[src/rtl/perr_pkg.sv]
package perr_pkg;

    localparam int LANE_W = 8;

    typedef enum logic [1:0] {
        SEL_CTRL  = 2'd0,
        SEL_EADDR = 2'd1,
        SEL_ESTAT = 2'd2,
        SEL_NONE  = 2'd3
    } reg_sel_e;

    // control register bit positions
    localparam int CTL_CHECK    = 0;
    localparam int CTL_FORCE    = 1;
    localparam int CTL_IRQEN    = 2;
    localparam int CTL_FLAG     = 3;
    localparam int CTL_MASK_LSB = 4;

    typedef struct packed {
        logic check_en;
        logic force_en;
        logic irq_en;
    } ctl_bits_t;

    // parity bit that makes the lane plus the bit hold an odd count of ones
    function automatic logic odd_par(input logic [LANE_W-1:0] b);
        return ~(^b);
    endfunction

endpackage

[src/rtl/perr_gen.sv]
module perr_gen
    import perr_pkg::*;
#(
    parameter int DATA_W = 32,
    localparam int LANES = DATA_W / LANE_W
) (
    input  logic [DATA_W-1:0] wdata,
    input  logic              force_en,
    input  logic [LANES-1:0]  force_mask,
    output logic [LANES-1:0]  wpar
);
    for (genvar g = 0; g < LANES; g++) begin : g_lane
        logic flip;
        assign flip    = force_en & force_mask[g];
        assign wpar[g] = odd_par(wdata[g*LANE_W +: LANE_W]) ^ flip;
    end
endmodule

[src/rtl/perr_chk.sv]
module perr_chk
    import perr_pkg::*;
#(
    parameter int DATA_W = 32,
    localparam int LANES = DATA_W / LANE_W
) (
    input  logic [DATA_W-1:0] rdata,
    input  logic [LANES-1:0]  rpar,
    output logic [LANES-1:0]  lane_bad
);
    for (genvar g = 0; g < LANES; g++) begin : g_lane
        assign lane_bad[g] = ~(^{rdata[g*LANE_W +: LANE_W], rpar[g]});
    end
endmodule

[src/rtl/perr_regs.sv]
module perr_regs
    import perr_pkg::*;
#(
    parameter int DATA_W = 32,
    parameter int ADDR_W = 16,
    localparam int LANES = DATA_W / LANE_W
) (
    input  logic              clk,
    input  logic              rst,
    input  logic              reg_wr,
    input  reg_sel_e          sel,
    input  logic [DATA_W-1:0] reg_wdata,
    output logic [DATA_W-1:0] reg_rdata,
    input  logic              hit,
    input  logic [ADDR_W-1:0] hit_addr,
    input  logic [LANES-1:0]  hit_lanes,
    output ctl_bits_t         ctl,
    output logic [LANES-1:0]  force_mask,
    output logic              flag,
    output logic [ADDR_W-1:0] err_addr,
    output logic [LANES-1:0]  err_lanes
);
    logic clear;
    logic capture;

    assign clear   = reg_wr && (sel == SEL_EADDR) && (reg_wdata == '0);
    assign capture = hit && ctl.check_en && !flag;

    always_ff @(posedge clk) begin
        if (rst) begin
            ctl        <= '0;
            force_mask <= '0;
        end else if (reg_wr && sel == SEL_CTRL) begin
            ctl.check_en <= reg_wdata[CTL_CHECK];
            ctl.force_en <= reg_wdata[CTL_FORCE];
            ctl.irq_en   <= reg_wdata[CTL_IRQEN];
            force_mask   <= reg_wdata[CTL_MASK_LSB +: LANES];
        end
    end

    always_ff @(posedge clk) begin
        if (rst || clear) begin
            flag      <= 1'b0;
            err_addr  <= '0;
            err_lanes <= '0;
        end else if (capture) begin
            flag      <= 1'b1;
            err_addr  <= hit_addr;
            err_lanes <= hit_lanes;
        end
    end

    always_comb begin
        reg_rdata = '0;
        unique case (sel)
            SEL_CTRL: begin
                reg_rdata[CTL_CHECK]               = ctl.check_en;
                reg_rdata[CTL_FORCE]               = ctl.force_en;
                reg_rdata[CTL_IRQEN]               = ctl.irq_en;
                reg_rdata[CTL_FLAG]                = flag;
                reg_rdata[CTL_MASK_LSB +: LANES]   = force_mask;
            end
            SEL_EADDR: reg_rdata[ADDR_W-1:0] = err_addr;
            SEL_ESTAT: reg_rdata[LANES-1:0]  = err_lanes;
            default:   reg_rdata = '0;
        endcase
    end
endmodule

[src/rtl/par_err_unit.sv]
module par_err_unit
    import perr_pkg::*;
#(
    parameter int DATA_W = 32,
    parameter int ADDR_W = 16,
    localparam int LANES = DATA_W / LANE_W
) (
    input  logic              clk,
    input  logic              rst,
    input  logic              acc_req,
    input  logic              acc_we,
    input  logic [ADDR_W-1:0] acc_addr,
    input  logic [DATA_W-1:0] acc_wdata,
    output logic              arr_we,
    output logic              arr_re,
    output logic [ADDR_W-1:0] arr_addr,
    output logic [DATA_W-1:0] arr_wdata,
    output logic [LANES-1:0]  arr_wpar,
    input  logic [DATA_W-1:0] arr_rdata,
    input  logic [LANES-1:0]  arr_rpar,
    input  logic              reg_wr,
    input  logic [1:0]        reg_sel,
    input  logic [DATA_W-1:0] reg_wdata,
    output logic [DATA_W-1:0] reg_rdata,
    output logic              irq
);
    ctl_bits_t         ctl;
    logic [LANES-1:0]  force_mask;
    logic              flag;
    logic [ADDR_W-1:0] err_addr;
    logic [LANES-1:0]  err_lanes;
    logic [LANES-1:0]  lane_bad;
    logic              rd_pend;
    logic [ADDR_W-1:0] rd_addr;
    logic              hit;
    reg_sel_e          sel;

    assign sel       = reg_sel_e'(reg_sel);
    assign arr_we    = acc_req && acc_we;
    assign arr_re    = acc_req && !acc_we;
    assign arr_addr  = acc_addr;
    assign arr_wdata = acc_wdata;

    // read return arrives one cycle after the request: remember its address
    always_ff @(posedge clk) begin
        if (rst) begin
            rd_pend <= 1'b0;
            rd_addr <= '0;
        end else begin
            rd_pend <= arr_re;
            if (arr_re) rd_addr <= acc_addr;
        end
    end

    perr_gen #(.DATA_W(DATA_W)) u_gen (
        .wdata      (acc_wdata),
        .force_en   (ctl.force_en),
        .force_mask (force_mask),
        .wpar       (arr_wpar)
    );

    perr_chk #(.DATA_W(DATA_W)) u_chk (
        .rdata    (arr_rdata),
        .rpar     (arr_rpar),
        .lane_bad (lane_bad)
    );

    assign hit = rd_pend && (|lane_bad);

    perr_regs #(.DATA_W(DATA_W), .ADDR_W(ADDR_W)) u_regs (
        .clk        (clk),
        .rst        (rst),
        .reg_wr     (reg_wr),
        .sel        (sel),
        .reg_wdata  (reg_wdata),
        .reg_rdata  (reg_rdata),
        .hit        (hit),
        .hit_addr   (rd_addr),
        .hit_lanes  (lane_bad),
        .ctl        (ctl),
        .force_mask (force_mask),
        .flag       (flag),
        .err_addr   (err_addr),
        .err_lanes  (err_lanes)
    );

    assign irq = ctl.irq_en && flag;
endmodule

[config.mk]
export PLATFORM = sky130hd
export DESIGN_NAME = par_err_unit
export DESIGN_NICKNAME = d
export VERILOG_FILES = /design/src/rtl/perr_pkg.sv /design/src/rtl/perr_gen.sv /design/src/rtl/perr_chk.sv /design/src/rtl/perr_regs.sv /design/src/rtl/par_err_unit.sv
export SDC_FILE = /design/constraint.sdc
export NUM_CORES = 1
export LEC_CHECK = 0
export BUFFER_PORTS_ARGS = -buffer_cell sky130_fd_sc_hd__buf_2
export CAP_MARGIN = 20
export CORE_ASPECT_RATIO = 0.5
export CORE_MARGIN = 10
export CORE_UTILIZATION = 45
export DETAILED_ROUTE_END_ITERATION = 8
export HOLD_SLACK_MARGIN = 0.02
export PLACE_DENSITY = 0.84
export SLEW_MARGIN = 20
export SYNTH_ARGS = -nofsm -noshare
export SYNTH_HDL_FRONTEND = slang
export SYNTH_HIERARCHICAL = 1
export SYNTH_SLANG_ARGS = --single-unit
[constraint.sdc]
create_clock -name clk -period 3.89 [get_ports clk]
set_input_delay 0.1945 -clock clk [delete_from_list [all_inputs] [get_ports clk]]
set_output_delay 0.1945 -clock clk [all_outputs]
set_load 0.1 [all_outputs]
# == Word level (Yosys, flattened, before mapping) ==
# Index checks and enable logic that the tools add are counted.
# W data, S select, Z words.
# totals
ff_bits,45
input_bits,123
out_inout_bits,87
elab_cells,53
# op_classes
eq_ne,2
muxes,3
bitwise,16
n_reduce_logical,23
# op_table
cell,n
$reduce_xor A9 Y1,4
$logic_not A32 Y1,1
$reduce_xor A8 Y1,4
$pmux W4 S3,1
$logic_and A1 B1 Y1,9
$mux W8,1
$not A1 Y1,8
$pmux W4 S2,1
$and A1 B1 Y1,4
$reduce_or A4 Y1,1
$xor A1 B1 Y1,4
$eq A2 B1 Y1 const B,1
$eq A2 B2 Y1 const B,1
$logic_not A1 Y1,2
$logic_not A2 Y1,1
$logic_or A1 B1 Y1,1

# == Depth between registers and ports, before layout ==
# logic_depth
word_depth,6
mapped_depth,8
depth_no_buf,7

# == By module ==
# The synthesis kept the hierarchy.
# modules_own_cells
module,instances,cells_each,area_each_um2,seq_area_each_um2
perr_regs,1,155,1428.9,560.5
par_err_unit,1,125,1173.6,340.3
perr_gen,1,32,315.3,0.0
perr_chk,1,28,300.3,0.0

# == Worst setup path before layout ==
# No wires, ideal clock.
# synth_timing
path_type,input-to-output
from,in reg_sel[1]
to,out reg_rdata[0]
arrival_time_ps,2600
required_time_ps,3695
setup_slack_ps,1096
cell_stages,3
path_buffers,1
path_cell_list,buf_2 -> mux2i_1 -> o21ai_0
# synth_between
elab_chain_len,2
elab_cells_between_ends,4
classes_between,eq/ne: 2; mux: 1; reduce/logical: 1
# synth_rtl
item,line_no,text
"start, declared",par_err_unit.sv:22,"input logic [1:0] reg_sel,"
"$eq A2 B2 Y1, or another cell as far along",perr_regs.sv:55,unique case (sel)
$pmux W4 S3 *,perr_regs.sv:55,
"end, declared",par_err_unit.sv:24,"output logic [DATA_W-1:0] reg_rdata,"
# Every way passes the cells marked *; elsewhere a longest branch is shown, timed or not.

# == Worst setup path in the final report ==
# layout_timing
from,in arr_rdata[9]
to,reg u_regs.err_addr[10]
# layout_between
elab_chain_len,6
# layout_rtl
item,line_no,text
"start, declared",par_err_unit.sv:19,"input logic [DATA_W-1:0] arr_rdata,"
$reduce_xor A9 Y1,perr_chk.sv:12,"assign lane_bad[g] = ~(^{rdata[g*LANE_W +: LANE_W], rpar[g]});"
$not A1 Y1,perr_chk.sv:12,
named net lane_bad[1],par_err_unit.sv:32,logic [LANES-1:0] lane_bad;
$reduce_or A4 Y1,par_err_unit.sv:68,assign hit = rd_pend && (|lane_bad);
$logic_and A1 B1 Y1,par_err_unit.sv:68,
named net hit,par_err_unit.sv:35,logic hit;
$logic_and A1 B1 Y1 (2 in series),perr_regs.sv:27,assign capture = hit && ctl.check_en && !flag;
"end signal, assigned",perr_regs.sv:48,err_addr <= hit_addr;
"end, declared",perr_regs.sv:20,"output logic [ADDR_W-1:0] err_addr,"
# The timed path passes the listed nets, and every way through them passes these cells.
# A chain may end at the register's enable or synchronous reset.

==> metrics <==
outcome completed; switch share 43.8%; top cells by area, synth dfxtp_1, buf_4, mux2i_1; Clock Latency Late Sink 0.28 ns; number of max-cap violations 0; CTS max path bufs 2; Post-CTS Setup Bufs 0; Top Usage Layer GRT met2; Net Switching 712 uW; # hold bufs at CTS 0; n_diodes 0; most common cell after layout, fill and taps aside buf_2; maximum VDD drop 0.174 mV; drt initial violations 84; Worst Clk Skew 0.00623 ns; clk root buf clkbuf_16; Logic pwr share 44.2%; CTS tree done; number of global-route vias before repair 2728; grt met1 use 16.6%; Internal Power 914 uW; worst path cell trace buf_2, xor2_1, xnor3_1, xnor2_1, o41a_1, nand3b_1, buf_4, mux2i_1, nor2_1; drt pass-1 iters 4; Syn-to-layout area delta 22.7%; Slowest Stage Delay on Critical Path 0.45 ns; fraction of layout cells with a size suffix above 1 45.2%; Final Hold Vio Count 0; cell taking the most area after synthesis dfxtp_1; CTS buffer count 5; nets@finish 600; Buf/Inv on CP 2; global routing usage on met2 26.9%; I/O Pins 210; Mean Syn Cell Area 9.46 um2; Avg WL per Cell 15.8 um; YS warnings 6; register area 901 um2; Initial Util 47.3%; grt met3 use 4.87%; unrepaired setup endpoints after global routing no; Cells after Synth 340; period utilisation layout 58.9%; top-area cell type share of the netlist area 28.0%; Distinct cells, synth 32; CP Capture Type flop; post-synthesis register bit count 45; Max stage delay cell, worst path o41a_1; area of the multi-input gates 0.00179 mm2; Congestion Overflow GR 0; clock tree sinks 45; Crit path max-delay family XOR/XNOR gates; RePlAce Congestion 0.850; Mapped Area 0.00322 mm2; Max Slew Vio Count 0; CP required 4.02 ns; WL final 9.01 mm; Clk pwr share 26.2%; Seq pwr share 29.5%; vias per cell 4.57; Setup-failing EPs final 0; drt drc 0; pin slew with the least headroom to its limit 0.905 ns; Post-DP HPWL 7.63 mm; Final ANT Viol Nets 0; critical path arrival 2.42 ns; Pleak 0.00202 uW; fillers 635; most frequent cells in the layout buf_2, dfxtp_1, xnor2_1; register area share after synthesis 28.0%; area of the die 0.0111 mm2; Finished Layout Cells 570; Post-CTS Resized 0; Die Span Y 79.8 um; H-tree levels 2; largest net degree at the start of global routing 42; CORE AREA 0.00681 mm2; Tmin final 2.29 ns; PD cells 412 mW/mm2; Slew HR 39.7%; Buffers on Ports 193; placed cell count 562; Tot GR Track Use 14.7%; site row count 21; worst-path maximum fanout 16; initial antenna violation count 1; critical path class in2reg; maximum clock frequency 437 MHz; Min-Delay Path Class in2reg; Reg clk slew, reported paths 0.06 ns; first-pass GRT wire length 13.8 mm; DR vias 2604; setup_tns 0 ns; Die X 140 um; Critical Path Source Type input pin
power by group through the flow:
| stage | Sequential [uW] | Clock (uW) | Combinational, uW |
|---|---|---|---|
| 2_1_floorplan | 487 | 0 | 633 |
| 4_1_cts | 480 | 434 | 723 |
| 5_1_grt | 481 | 463 | 753 |
| 3_5_place_dp | 491 | 0 | 722 |
| 3_3_place_gp | 490 | 0 | 715 |
| 6_report | 480 | 426 | 720 |
worst reg2reg max path, cell delays in order (launching register included):
cell      delay (ns)
dfxtp_1         0.30
o41a_1          0.12
nand3b_1        0.29
buf_4           0.35
mux2i_1         0.25
nor2_1          0.06
final timing paths:
path,startpoint,endpoint,slack [ns],cells after the start
setup / recovery,arr_rdata[9],u_regs/err_addr[10],1.60,9
hold / removal,reg_wdata[0],u_regs/ctl[2],0.17,3
setup reg to reg,rd_pend,u_regs/err_addr[10],2.38,5
hold reg to reg,rd_addr[0],rd_addr[0],0.48,2
routing by layer:
layer	part of all wire (%)	vias up
li1	-	1333
met1	40	1170
met2	52	96
met3	7.7	5
met4	0.60	0
met5	0	-
cell usage after synthesis, drive strengths merged:
cell type  instances
nand2              8
nor4               6
clkbuf             5
nand4              1
nor2              33
nand3              2
and2              10
buf               75
a21oi              1
nand2b            16
nor2b              3
o31ai              1
o41a               1
dfxtp             45
inv                1
xnor3              8
o21ai             20
mux2i             35
nand4bb           16
nor3b              1
nor4b              1
nand3b             1
xnor2             36
xor2              12
nor3               1
conb               1
per-stage QoR:
stage	instance area [um2]	hold WS (ns)	power, uW	setup slack [ns]	util, %
after detailed placement	3790	0.459	1210	1.35	55.8
after floorplan	3270	0.342	1120	1.10	-
after global routing	3950	0.168	1700	1.49	58.0
after CTS	3950	0.166	1640	1.61	58.0
after global placement	3790	0.449	1210	1.45	55.7
final	3950	0.168	1630	1.60	58.0
final cells by class:
| class | instances | area share, % |
|---|---|---|
| clock buffers | 6 | 3.52 |
| clock inverters | 2 | 0.412 |
| inverters | 1 | 0.0950 |
| multi-input cells | 229 | 45.4 |
| flip-flops and latches | 45 | 22.8 |
| well taps | 92 | 2.91 |
| repair buffers | 195 | 24.8 |
cells by family after synthesis:
| kind of cell | share of synthesized area [%] |
|---|---|
| AND/OR/NAND/NOR | 18.9 |
| other | 0.117 |
| multiplexers | 10.9 |
| buffers and inverters | 18.2 |
| XOR/XNOR | 18.7 |
| flip-flops | 28.0 |
| AO/OA/AOI/OAI | 5.33 |
registers in the layout, summed over array words and instances, names as in the netlist:
| name | cells |
|---|---|
| rd_addr | 16 |
| rd_pend | 1 |
| u_regs/ctl | 3 |
| u_regs/err_addr | 16 |
| u_regs/err_lanes | 4 |
| u_regs/flag | 1 |
| u_regs/force_mask | 4 |
(Power assumes the default switching activity.)
